## config.mk

```make
export PLATFORM = sky130hd
export DESIGN_NAME = pwm_dead_timer
export DESIGN_NICKNAME = d
export VERILOG_FILES = /design/src/rtl/pwm_dead_timer_pkg.sv /design/src/rtl/pdt_ctrl.sv /design/src/rtl/pdt_datapath.sv /design/src/rtl/pwm_dead_timer.sv
export SDC_FILE = /design/constraint.sdc
export NUM_CORES = 1
export LEC_CHECK = 0
export BUFFER_PORTS_ARGS = -buffer_cell sky130_fd_sc_hd__buf_2
export CAP_MARGIN = 20
export CORE_ASPECT_RATIO = 1.4
export CORE_UTILIZATION = 40
export CTS_CLUSTER_DIAMETER = 150
export DETAILED_ROUTE_END_ITERATION = 10
export PLACE_DENSITY = 0.61
export SLEW_MARGIN = 30
export SYNTH_ARGS = -nofsm -noshare
export SYNTH_HDL_FRONTEND = slang
export SYNTH_SLANG_ARGS = --single-unit
```

## constraint.sdc

```tcl
create_clock -name clk -period 3.2 [get_ports clk]
set_input_delay 0 -clock clk [delete_from_list [all_inputs] [get_ports clk]]
set_output_delay 0 -clock clk [all_outputs]
set_load 0.05 [all_outputs]
```

## src/rtl/pwm_dead_timer_pkg.sv

```systemverilog
package pwm_dead_timer_pkg;
  localparam int NUM_CH = 2;
  localparam int ADDR_W = 3;
  localparam int CTRL_BITS = 3 * NUM_CH + 1;

  localparam logic [ADDR_W-1:0] A_CTRL  = 3'd0;
  localparam logic [ADDR_W-1:0] A_COUNT = 3'd1;
  localparam logic [ADDR_W-1:0] A_TOP   = 3'd2;
  localparam logic [ADDR_W-1:0] A_CMP0  = 3'd3;
  localparam logic [ADDR_W-1:0] A_FORCE = 3'd5;
  localparam logic [ADDR_W-1:0] A_FLAGS = 3'd6;

  typedef enum logic [1:0] {
    ACT_NONE   = 2'b00,
    ACT_TOGGLE = 2'b01,
    ACT_CLEAR  = 2'b10,
    ACT_SET    = 2'b11
  } act_e;

  typedef struct packed {
    logic              load;
    logic [NUM_CH-1:0] forceHit;
  } strobe_t;
endpackage

```

## src/rtl/pdt_ctrl.sv

```systemverilog
module pdt_ctrl
  import pwm_dead_timer_pkg::*;
#(
  parameter int W = 8
) (
  input  logic                     clk,
  input  logic                     rstN,
  input  logic                     wrEn,
  input  logic [ADDR_W-1:0]        wrAddr,
  input  logic [W-1:0]             wrData,
  input  logic [NUM_CH-1:0]        matchEv,
  input  logic                     ovfEv,
  output strobe_t                  stb,
  output logic [NUM_CH-1:0]        pwmOn,
  output logic                     ctcOn,
  output logic [NUM_CH-1:0][1:0]   modeSel,
  output logic [W-1:0]             topVal,
  output logic [NUM_CH-1:0][W-1:0] cmpVal,
  output logic [NUM_CH-1:0]        matchFlag,
  output logic                     ovfFlag
);
  logic [CTRL_BITS-1:0] ctrlReg;
  logic wrFlags;

  assign wrFlags = wrEn && (wrAddr == A_FLAGS);

  always_comb begin
    stb.load     = wrEn && (wrAddr == A_COUNT);
    stb.forceHit = (wrEn && (wrAddr == A_FORCE)) ? wrData[NUM_CH-1:0] : '0;
  end

  assign pwmOn = ctrlReg[NUM_CH-1:0];
  assign ctcOn = ctrlReg[NUM_CH];

  always_ff @(posedge clk or negedge rstN) begin
    if (!rstN) begin
      ctrlReg <= '0;
      topVal  <= '1;
      ovfFlag <= 1'b0;
    end else begin
      if (wrEn && (wrAddr == A_CTRL)) ctrlReg <= wrData[CTRL_BITS-1:0];
      if (wrEn && (wrAddr == A_TOP))  topVal  <= wrData;
      ovfFlag <= (ovfFlag & ~(wrFlags & wrData[NUM_CH])) | ovfEv;
    end
  end

  for (genvar i = 0; i < NUM_CH; i++) begin : g_ch
    assign modeSel[i] = ctrlReg[NUM_CH+1+2*i +: 2];

    always_ff @(posedge clk or negedge rstN) begin
      if (!rstN) begin
        cmpVal[i]    <= '0;
        matchFlag[i] <= 1'b0;
      end else begin
        if (wrEn && (wrAddr == A_CMP0 + ADDR_W'(i))) cmpVal[i] <= wrData;
        matchFlag[i] <= (matchFlag[i] & ~(wrFlags & wrData[i])) | matchEv[i];
      end
    end
  end
endmodule

```

## src/rtl/pdt_datapath.sv

```systemverilog
module pdt_datapath
  import pwm_dead_timer_pkg::*;
#(
  parameter int W = 8
) (
  input  logic                     clk,
  input  logic                     rstN,
  input  logic                     countEn,
  input  strobe_t                  stb,
  input  logic [W-1:0]             loadVal,
  input  logic [NUM_CH-1:0]        pwmOn,
  input  logic                     ctcOn,
  input  logic [NUM_CH-1:0][1:0]   modeSel,
  input  logic [W-1:0]             topVal,
  input  logic [NUM_CH-1:0][W-1:0] cmpVal,
  output logic [W-1:0]             count,
  output logic [NUM_CH-1:0]        matchEv,
  output logic                     ovfEv,
  output logic [NUM_CH-1:0]        outTrue,
  output logic [NUM_CH-1:0]        outComp
);
  logic           wrapHit;
  logic           tickEff;
  logic [W-1:0]   nextCnt;

  always_comb begin
    wrapHit = ((|pwmOn) || ctcOn) && (count == topVal);
    nextCnt = wrapHit ? '0 : count + 1'b1;
    tickEff = countEn && !stb.load;
    ovfEv   = tickEff && (wrapHit || (count == '1));
  end

  always_ff @(posedge clk or negedge rstN) begin
    if (!rstN)          count <= '0;
    else if (stb.load)  count <= loadVal;
    else if (countEn)   count <= nextCnt;
  end

  for (genvar i = 0; i < NUM_CH; i++) begin : g_ch
    logic rawBase, rawNow, lastRaw, ocState;
    act_e act;

    assign act        = act_e'(modeSel[i]);
    assign matchEv[i] = tickEff && (nextCnt == cmpVal[i]);

    always_comb begin
      if (cmpVal[i] == topVal)   rawBase = 1'b1;
      else if (cmpVal[i] == '0)  rawBase = 1'b0;
      else                       rawBase = (count < cmpVal[i]);
      rawNow = (act == ACT_SET) ? ~rawBase : rawBase;
    end

    always_ff @(posedge clk or negedge rstN) begin
      if (!rstN) begin
        lastRaw <= 1'b0;
        ocState <= 1'b0;
        outTrue[i] <= 1'b0;
        outComp[i] <= 1'b0;
      end else begin
        if (stb.load || countEn) lastRaw <= rawNow;
        if (!pwmOn[i] && (matchEv[i] || stb.forceHit[i])) begin
          case (act)
            ACT_TOGGLE: ocState <= ~ocState;
            ACT_CLEAR:  ocState <= 1'b0;
            ACT_SET:    ocState <= 1'b1;
            default:    ocState <= ocState;
          endcase
        end
        if (pwmOn[i]) begin
          if (act == ACT_NONE) begin
            outTrue[i] <= 1'b0;
            outComp[i] <= 1'b0;
          end else begin
            outTrue[i] <= rawNow & lastRaw;
            outComp[i] <= ~rawNow & ~lastRaw;
          end
        end else begin
          outTrue[i] <= (act != ACT_NONE) & ocState;
          outComp[i] <= 1'b0;
        end
      end
    end
  end
endmodule

```

## src/rtl/pwm_dead_timer.sv

```systemverilog
module pwm_dead_timer
  import pwm_dead_timer_pkg::*;
#(
  parameter int W = 8
) (
  input  logic              clk,
  input  logic              rstN,
  input  logic              countEn,
  input  logic              wrEn,
  input  logic [ADDR_W-1:0] wrAddr,
  input  logic [W-1:0]      wrData,
  output logic [W-1:0]      count,
  output logic [NUM_CH-1:0] outTrue,
  output logic [NUM_CH-1:0] outComp,
  output logic [NUM_CH-1:0] matchFlag,
  output logic              ovfFlag
);
  strobe_t                  stb;
  logic [NUM_CH-1:0]        pwmOn;
  logic                     ctcOn;
  logic [NUM_CH-1:0][1:0]   modeSel;
  logic [W-1:0]             topVal;
  logic [NUM_CH-1:0][W-1:0] cmpVal;
  logic [NUM_CH-1:0]        matchEv;
  logic                     ovfEv;

  pdt_ctrl #(.W(W)) u_ctrl (
    .clk(clk), .rstN(rstN), .wrEn(wrEn), .wrAddr(wrAddr), .wrData(wrData),
    .matchEv(matchEv), .ovfEv(ovfEv), .stb(stb), .pwmOn(pwmOn), .ctcOn(ctcOn),
    .modeSel(modeSel), .topVal(topVal), .cmpVal(cmpVal),
    .matchFlag(matchFlag), .ovfFlag(ovfFlag)
  );

  pdt_datapath #(.W(W)) u_dp (
    .clk(clk), .rstN(rstN), .countEn(countEn), .stb(stb), .loadVal(wrData),
    .pwmOn(pwmOn), .ctcOn(ctcOn), .modeSel(modeSel), .topVal(topVal),
    .cmpVal(cmpVal), .count(count), .matchEv(matchEv), .ovfEv(ovfEv),
    .outTrue(outTrue), .outComp(outComp)
  );
endmodule

```

# == Word-level counts from Yosys, hierarchy flattened ==
# Index checks and enable logic that the tools add are counted.
# classes
n_addsub,1
order_cmp,2
n_eq_ne,18
mux,20
bitwise,26
reduce_logical,35
# op_table
cell,count
$eq A8 B8 Y1,5
$mux W8,3
$logic_not A8 Y1,2
$lt A8 B8 Y1,2
$logic_and A1 B1 Y1,14
$mux W1,14
$and A1 B1 Y1,12
$not A1 Y1,11
$eq A3 B3 Y1 const B,3
$add A8 B1 Y8 const B,1
$eq A2 B2 Y1 const B,4
$eq A8 B8 Y1 const B,1
$eq A3 B2 Y1 const B,2
$pmux W1 S3,2
$reduce_bool A2 Y1,3
$reduce_bool A3 Y1,2
$logic_or A1 B1 Y1,5
$eq A2 B1 Y1 const B,2
$logic_not A2 Y1,2
$reduce_and A2 Y1,2
$eq A3 B1 Y1 const B,1
$logic_not A1 Y1,3
$logic_not A3 Y1,1
$or A1 B1 Y1,3
other kinds (2),2
# word_totals
ff_bits,50
in_bits,15
out_inout_bits,15
wordCells,118

# == Longest topological paths before layout ==
# Gate-level depths: netlist of the first run.
# logic_depth
ltp_word,9
ltp_mapped,11
depth_no_buf,9

# == Cells and area by module ==
# Synthesis of the first run repeated with hierarchy kept, for this count alone.
# unflattened
cells_unflattened,361
hier_area_um2,3533.4
# modules_own_cells
module,n_inst,cells_per_inst,area_each_um2
pdt_datapath,1,276,2165.8
pdt_ctrl,1,85,1367.6

# == Worst setup path before layout of the first run ==
# Ideal clock, no wire load.
# synth_timing
path_type,reg-to-reg
startpoint,register u_dp.count[2]
endpoint,register u_dp.g_ch[0].ocState
arrival_time_ps,2752
required_ps,3080
slack_ps,327
path_stages_with_launch,10
path_buffers,1
synth_period_minus_slack_ps,2873
path_cell_list,dfrtp_1 -> buf_6 -> nand3_2 -> o21a_1 -> or2_2 -> o32ai_1 -> a32oi_1 -> o31ai_4 -> or4b_1 -> o211a_1
# synth_via
elab_chain_len,8
elab_cells_between_ends,9
# synth_rtl
item,line_no,rtl
from (decl),pdt_datapath.sv:16,"output logic [W-1:0] count,"
from (signal assigned),pdt_datapath.sv:35,else if (stb.load) count <= loadVal;
from (signal assigned),pdt_datapath.sv:36,else if (countEn) count <= nextCnt;
branches (longest 2 deep; another with $add A8 B1 Y8),n/a,
$mux W8 *,pdt_datapath.sv:28,nextCnt = wrapHit ? '0 : count + 1'b1;
$eq A8 B8 Y1 *,pdt_datapath.sv:44,assign matchEv[i] = tickEff && (nextCnt == cmpVal[i]);
$logic_and A1 B1 Y1 *,pdt_datapath.sv:44,
$logic_or A1 B1 Y1 *,pdt_datapath.sv:61,if (!pwmOn[i] && (matchEv[i] || stb.forceHit[i])) begin
$logic_and A1 B1 Y1 *,pdt_datapath.sv:61,
$reduce_and A2 Y1 (no source line) *,n/a,
to (signal assigned),pdt_datapath.sv:63,ACT_TOGGLE: ocState <= ~ocState;
to (signal assigned),pdt_datapath.sv:66,default: ocState <= ocState;
to (decl),pdt_datapath.sv:40,"logic rawBase, rawNow, lastRaw, ocState;"
# Mark *: on every way between the ends.
# A chain may end at the register's enable or synchronous reset.

# == Worst setup path after layout of the first run ==
# Same ends and word-level chain as after synthesis.

==> results of run 1 <==
[Yosys cell counts, types with 3 or more instances]
| cell type | instances | area (sq um) |
|---|---|---|
| nand2b_1 | 6 | 37.5 |
| nor2b_1 | 6 | 37.5 |
| ha_1 | 15 | 188 |
| nand4_1 | 7 | 43.8 |
| nor2_1 | 15 | 56.3 |
| xnor3_1 | 3 | 67.6 |
| o31ai_1 | 4 | 30.0 |
| mux2i_1 | 3 | 30.0 |
| nand2_1 | 39 | 146 |
| nor4_1 | 7 | 43.8 |
| mux2_2 | 24 | 270 |
| xor2_1 | 12 | 105 |
| nand3_1 | 6 | 30.0 |
| inv_1 | 19 | 71.3 |
| nor3b_1 | 7 | 52.6 |
| buf_6 | 5 | 56.3 |
| xnor2_1 | 22 | 193 |
| a31oi_1 | 5 | 31.3 |
| dfstp_2 | 8 | 210 |
| a211oi_1 | 5 | 37.5 |
| dfrtp_1 | 42 | 1050 |
| o22ai_1 | 3 | 18.8 |
| a21oi_1 | 11 | 55.1 |
| clkbuf_1 | 8 | 30.0 |
| o21ai_0 | 25 | 125 |
| nor3_1 | 6 | 30.0 |
| a21o_1 | 7 | 52.6 |
| or2_2 | 3 | 18.8 |
[power by group]
group	total, mW	internal, mW	switching [mW]
sequential	1.08	0.811	0.266
clock	0.605	0.366	0.238
combinational	1.57	0.645	0.929
[critical path, stage by stage, from the launching register on]
cell     delay, ns
dfrtp_1       0.63
nand3_2       0.20
o21a_1        0.29
or2_2         0.34
o32ai_1       0.31
a32oi_1       0.15
o31ai_4       0.32
or4b_1        0.47
o211a_1       0.12
[layer usage]
layer | track usage | vias to the layer above | routed length [um]
met5 | 0 | - | 0
li1 | - | 1401 | -
met1 | 0.283 | 1442 | 4000
met3 | 0.0304 | 31 | 301
met4 | 0.140 | 0 | 512
met2 | 0.380 | 88 | 4950
[logic make-up (layout without fill, tap and decap cells)]
| logic type | count (synthesis) | after routing | synth area share |
|---|---|---|---|
| and+or+nand+nor | 118 | 118 | 0.181 |
| DFF | 50 | 50 | 0.355 |
| muxes | 27 | 27 | 0.0846 |
| buffers and inverters | 35 | 69 | 0.0483 |
| adders and majority gates | 15 | 15 | 0.0529 |
| xor gates and xnor gates | 38 | 38 | 0.108 |
| AOI/OAI and AO/OA | 86 | 86 | 0.170 |
[stage by stage]
| step | instances | hold WS, ns | util | setup WS (ns) | cell area (sq um) |
|---|---|---|---|---|---|
| 3_3_place_gp | 499 | -0.0759 | 0.444 | 0.360 | 3820 |
| 2_1_floorplan | 369 | -0.296 | - | 0.327 | 3550 |
| 4_1_cts | 508 | 0.00262 | 0.464 | 0.283 | 4000 |
| 3_5_place_dp | 499 | -0.0698 | 0.444 | 0.322 | 3820 |
| 5_1_grt | 508 | 0.0148 | 0.464 | 0.0834 | 4000 |
| 6_report | 508 | 0.00956 | 0.464 | 0.256 | 4000 |
[how the worst min path moves through the flow]
stage / depth (start not counted) / endpoint / from / slack (ns)
after floorplan: 0 / u_ctrl.cmpVal[0] / rstN / -0.30
after global placement: 1 / u_ctrl.cmpVal[2] / rstN / -0.08
after detailed placement: 1 / u_ctrl.cmpVal[2] / rstN / -0.07
after CTS: 3 / u_dp.count[5] / wrData[5] / 0.003
after global routing: 2 / u_ctrl.topVal[5] / wrData[5] / 0.01
final: 3 / u_dp.count[5] / wrData[5] / 0.01
[final cells by class]
cell class | instances | area (sq um) | share of cell area
timing repair buffer | 42 | 245 | 0.0614
sequential | 50 | 1260 | 0.316
tap | 105 | 131 | 0.0329
multi-input combinational | 284 | 2120 | 0.531
clock inverter | 3 | 40.0 | 0.0100
clock buffer | 5 | 125 | 0.0313
inverter | 19 | 71.3 | 0.0178
[sequential cells by signal, summed over array words and instances (netlist names)]
signal             cells
u_dp.g_ch.lastRaw      2
u_ctrl.ovfFlag         1
u_ctrl.ctrlReg         7
u_ctrl.cmpVal         16
u_ctrl.matchFlag       2
u_dp.outTrue           2
u_dp.outComp           2
u_ctrl.topVal          8
u_dp.g_ch.ocState      2
u_dp.count             8
[cell usage in the layout (no fill, tap or decap), types with 4 or more instances in the layout]
cell type / count
nor2_1: 15
buf_2: 29
nand4_1: 7
mux2_2: 24
buf_4: 12
dfstp_2: 8
xnor2_1: 22
a21o_1: 7
xor2_1: 12
nand3_1: 6
o31ai_1: 4
o21ai_0: 25
nor3b_1: 7
nor3_1: 6
a31oi_1: 5
nand2b_1: 6
nor4_1: 7
a211oi_1: 5
a21oi_1: 11
nor2b_1: 6
inv_1: 19
clkbuf_16: 5
ha_1: 15
nand2_1: 39
dfrtp_1: 42
[what timing repair did]
action | CTS | global route
buffers inserted | 0 | 0
hold endpoints to repair | 14 | 0
hold buffers | 1 | 0
==> metrics.yaml, run 1 <==
outcome: "finished, final reports clean"
worst-endpoint-arrival_ns: 3.13
clkLatencyLatePin_ns: 0.30
fp.dieW_um: 81.6
area_growth_pct: 12.6
crit_required_ns: 3.38
cts_tree: "yes"
clockRootBuffer: "clkbuf_16"
synth-edff-count: 0
final-setup-viol-count: 0
antenna_found_initial: 0
timing.rr.start: "u_dp.count[2]"
cp-start-kind: "flop"
cts_resized: 0
overflow: 0
cts.clk_slew.worst_paths_ns: 0.07
p_total_mw: 3.25
ys_types: 62
yosysSeqAreaShare: 0.355
hpwl_um: 7510
htreeDepth: 2
avgSynthCellArea_sq_um: 9.62
grt_use_total: 0.231
final_antenna_net_count: 0
grt_pass1_vias: 2894
maxCapViolCount: 0
pin_count: 30
yosys_warnings: 0
rsz0062_at_grt: "false"
r2r_cells: 8
worst_clock_skew_ns: 0.00520
crit_path_start: "u_dp.count[2]"
syn-instance-count: 369
rr_endpoint: "u_dp.g_ch[0].ocState"
min_period_ns: 2.94
synth_area_sq_um: 3550
drc: 0
finalSetupTns_ns: 0
n_antenna_cell: 0
clock.fmax_mhz: 340
start_util: 0.412
clockBufferDepth: 2
worstSetupEndpoint: "u_dp.g_ch[0].ocState"
fp.dieH_um: 113
cts_made_buffers: 5
wl_um: 9770
worstSetupPathType: "reg2reg"
core_sq_um: 8610
synth_ff_type: "dfrtp_1"
filler_cell_count: 858
hold_viol_final: 0
grt_pass1_wl_um: 15600
p_leak_nw: 1.73
io_buffers: 29
worstSetupEndpointType: "flop"
clkSinkCount: 50
slew_headroom: 0.443
powerDensity_nw_per_um2: 814
final_layout_size_suffix_gt1_frac: 0.248
r2r_slack_ns: 0.26
max-vdd-ir-drop_mv: 0.395
rows: 40
slew_violations: 0
first_pass_iters: 5
fin_crit_sh: 0.920
drt_iter0_drc: 205
routabilityCongestion: 0.892
crit_fanout: 11
worst_pin_slew_ns: 0.830
dr_total_vias: 2962
via_per_inst: 5.83
synth_nets: 399
nets: 432
wl_per_cell_um: 19.2
grt_start_max_net_pins: 37
hp-class: "in2reg"
ys_seq_elements: 50
die-area_sq_um: 9260
ys_async_sr_fraction: 1.00
Power figures use the tool's default switching activity.
==> run 2: changes to the inputs <==
--- a/config.mk
+++ b/config.mk
@@ -11,6 +11,7 @@
 export CORE_UTILIZATION = 40
 export CTS_CLUSTER_DIAMETER = 150
 export DETAILED_ROUTE_END_ITERATION = 10
+export GPL_TIMING_DRIVEN = 0
 export PLACE_DENSITY = 0.61
 export SLEW_MARGIN = 30
 export SYNTH_ARGS = -nofsm -noshare
==> metrics.yaml, run 2 (same netlist as run 1, synthesis figures left out) <==
final-setup-viol-count: 0
placedCellCount: 501
area_growth_pct: 12.8
r2r_cells: 9
cp_top_family: "simple AND/OR/NAND/NOR gates"
crit_required_ns: 3.42
top_regs: "u_ctrl.cmpVal (16), u_ctrl.topVal (8), u_dp.count (8)"
worst-endpoint-arrival_ns: 3.18
dr_total_vias: 2927
core_sq_um: 8610
postCtsHoldBufs: 3
fin_crit_sh: 0.925
worst_clock_skew_ns: 0.00707
post-route-util: 0.465
n_antenna_cell: 0
combPwrFrac: 0.496
timing.rr.start: "u_ctrl.ctrlReg[1]"
worstSetupPathType: "reg2reg"
whs_ns: 0.00717
worstSetupEndpointType: "flop"
wl_um: 9540
finalSetupTns_ns: 0
slew_headroom: 0.351
seq_power_share: 0.331
p_leak_nw: 1.71
start_util: 0.412
clockRootBuffer: "clkbuf_16"
rows: 40
final_antenna_net_count: 0
min_period_ns: 2.96
hp-class: "in2reg"
powerDensity_nw_per_um2: 801
maxCapViolCount: 0
clock.fmax_mhz: 338
clkLatencyLatePin_ns: 0.30
antenna_found_initial: 0
worstHoldPathCells: 3
max-vdd-ir-drop_mv: 0.417
grt_start_max_net_pins: 51
stdcell_count: 512
hold_path_end: "u_dp.count[4]"
slew_violations: 0
grt_use_total: 0.224
cts.clk_slew.worst_paths_ns: 0.07
outcome: "finished, final reports clean"
placed_area_sq_um: 3820
slowest_delay_ns: 0.46
regMostFlops: "u_ctrl.cmpVal"
final_cell_area_sq_um: 4000
final_layout_size_suffix_gt1_frac: 0.229
r2r_slack_ns: 0.24
clockBufferDepth: 2
rr_endpoint: "u_dp.g_ch[1].ocState"
fp.dieW_um: 81.6
cp-start-kind: "flop"
routabilityCongestion: 0.878
worstPathCellList: "nor3_1, nor4_4, nand3_1, clkbuf_1, nand4_1, a221o_1, a211oi_2, mux2_2, o211ai_1"
largest_reg_flops: 16
internal-power_mw: 1.76
worst_pin_slew_ns: 0.966
clkSinkCount: 50
fp.dieH_um: 113
cts_resized: 0
p_switching_mw: 1.45
rsz0062_at_grt: "false"
crit_fanout: 10
p_sw_frac: 0.451
drc: 0
via_per_inst: 5.72
nets: 436
grt_pass1_wl_um: 15300
first_pass_iters: 5
crit_path_top_delay_cell: "dfrtp_1"
worst-path-buf-inv: 1
hold_start: "wrData[4]"
mostFrequentLayoutCells: "dfrtp_1 (42), nand2_1 (39), buf_2 (28), o21ai_0 (25), mux2_2 (24)"
overflow: 0
die-area_sq_um: 9260
pin_count: 30
hpwl_um: 7380
htreeDepth: 2
io_buffers: 27
cts_tree: "yes"
wl_per_cell_um: 18.6
clockPowerShare: 0.173
cts_made_buffers: 5
drt_iter0_drc: 166
grt_pass1_vias: 2916
postCtsSetupBuffers: 0
hold_viol_final: 0
final_common_cell: "dfrtp_1"
-- run 2: cell count changes in the layout (fill, tap and decap cells not counted), moves of 2 or more --
| cell | delta |
|---|---|
| buf_4 | -11 |
| buf_6 | +5 |
| clkbuf_1 | +8 |
| clkinv_2 | -2 |
| dlygate4sd3_1 | +2 |
-- run 2: worst reg2reg max path, stage by stage, from the launching register on --
cell	delay, ns
dfrtp_1	0.46
nor3_1	0.44
nor4_4	0.12
nand3_1	0.13
clkbuf_1	0.44
nand4_1	0.17
a221o_1	0.35
a211oi_2	0.31
mux2_2	0.38
o211ai_1	0.09
-- run 2: stage by stage --
stage | setup slack, ns | power [mW]
2_1_floorplan | 0.327 | 2.25
3_3_place_gp | 0.321 | 2.62
3_5_place_dp | 0.282 | 2.65
4_1_cts | 0.253 | 3.22
5_1_grt | 0.101 | 3.42
6_report | 0.239 | 3.21
-- run 2: layer usage --
layer	track usage	vias to the layer above	wire length [um]
met5	0	-	0
li1	-	1406	-
met4	0.103	0	366
met3	0.0312	22	395
met2	0.392	85	5050
met1	0.266	1414	3730
-- run 2: how the worst max path moves through the flow --
stage / start / endpoint / slack, ns / cells after the start
finish: u_ctrl.ctrlReg[1] / u_dp.g_ch[1].ocState / 0.24 / 9
global route: u_dp.count[6] / u_dp.g_ch[1].ocState / 0.10 / 10
CTS: u_dp.count[1] / u_dp.g_ch[0].ocState / 0.25 / 9
detailed placement: u_dp.count[1] / u_dp.g_ch[0].ocState / 0.28 / 9
global placement: u_dp.count[1] / u_dp.g_ch[0].ocState / 0.32 / 9
floorplan: u_dp.count[2] / u_dp.g_ch[0].ocState / 0.33 / 9
-- run 2: layout make-up --
type / instances / area, sq um
Sequential cell: 50 / 1260
Clock inverter: 3 / 25.0
Fill cell: 855 / 4610
Buffer: 16 / 100
Timing Repair Buffer: 30 / 168
Multi-Input combinational cell: 284 / 2120
Tap cell: 105 / 131
Clock buffer: 5 / 125
Inverter: 19 / 71.3
-- run 2: power by group through the flow --
stage	clock, mW	sequential, mW	combinational, mW
CTS	0.565	1.06	1.59
global placement	0	1.08	1.54
global route	0.591	1.09	1.74
finish	0.554	1.06	1.59
floorplan	0	1.21	1.04
detailed placement	0	1.08	1.57
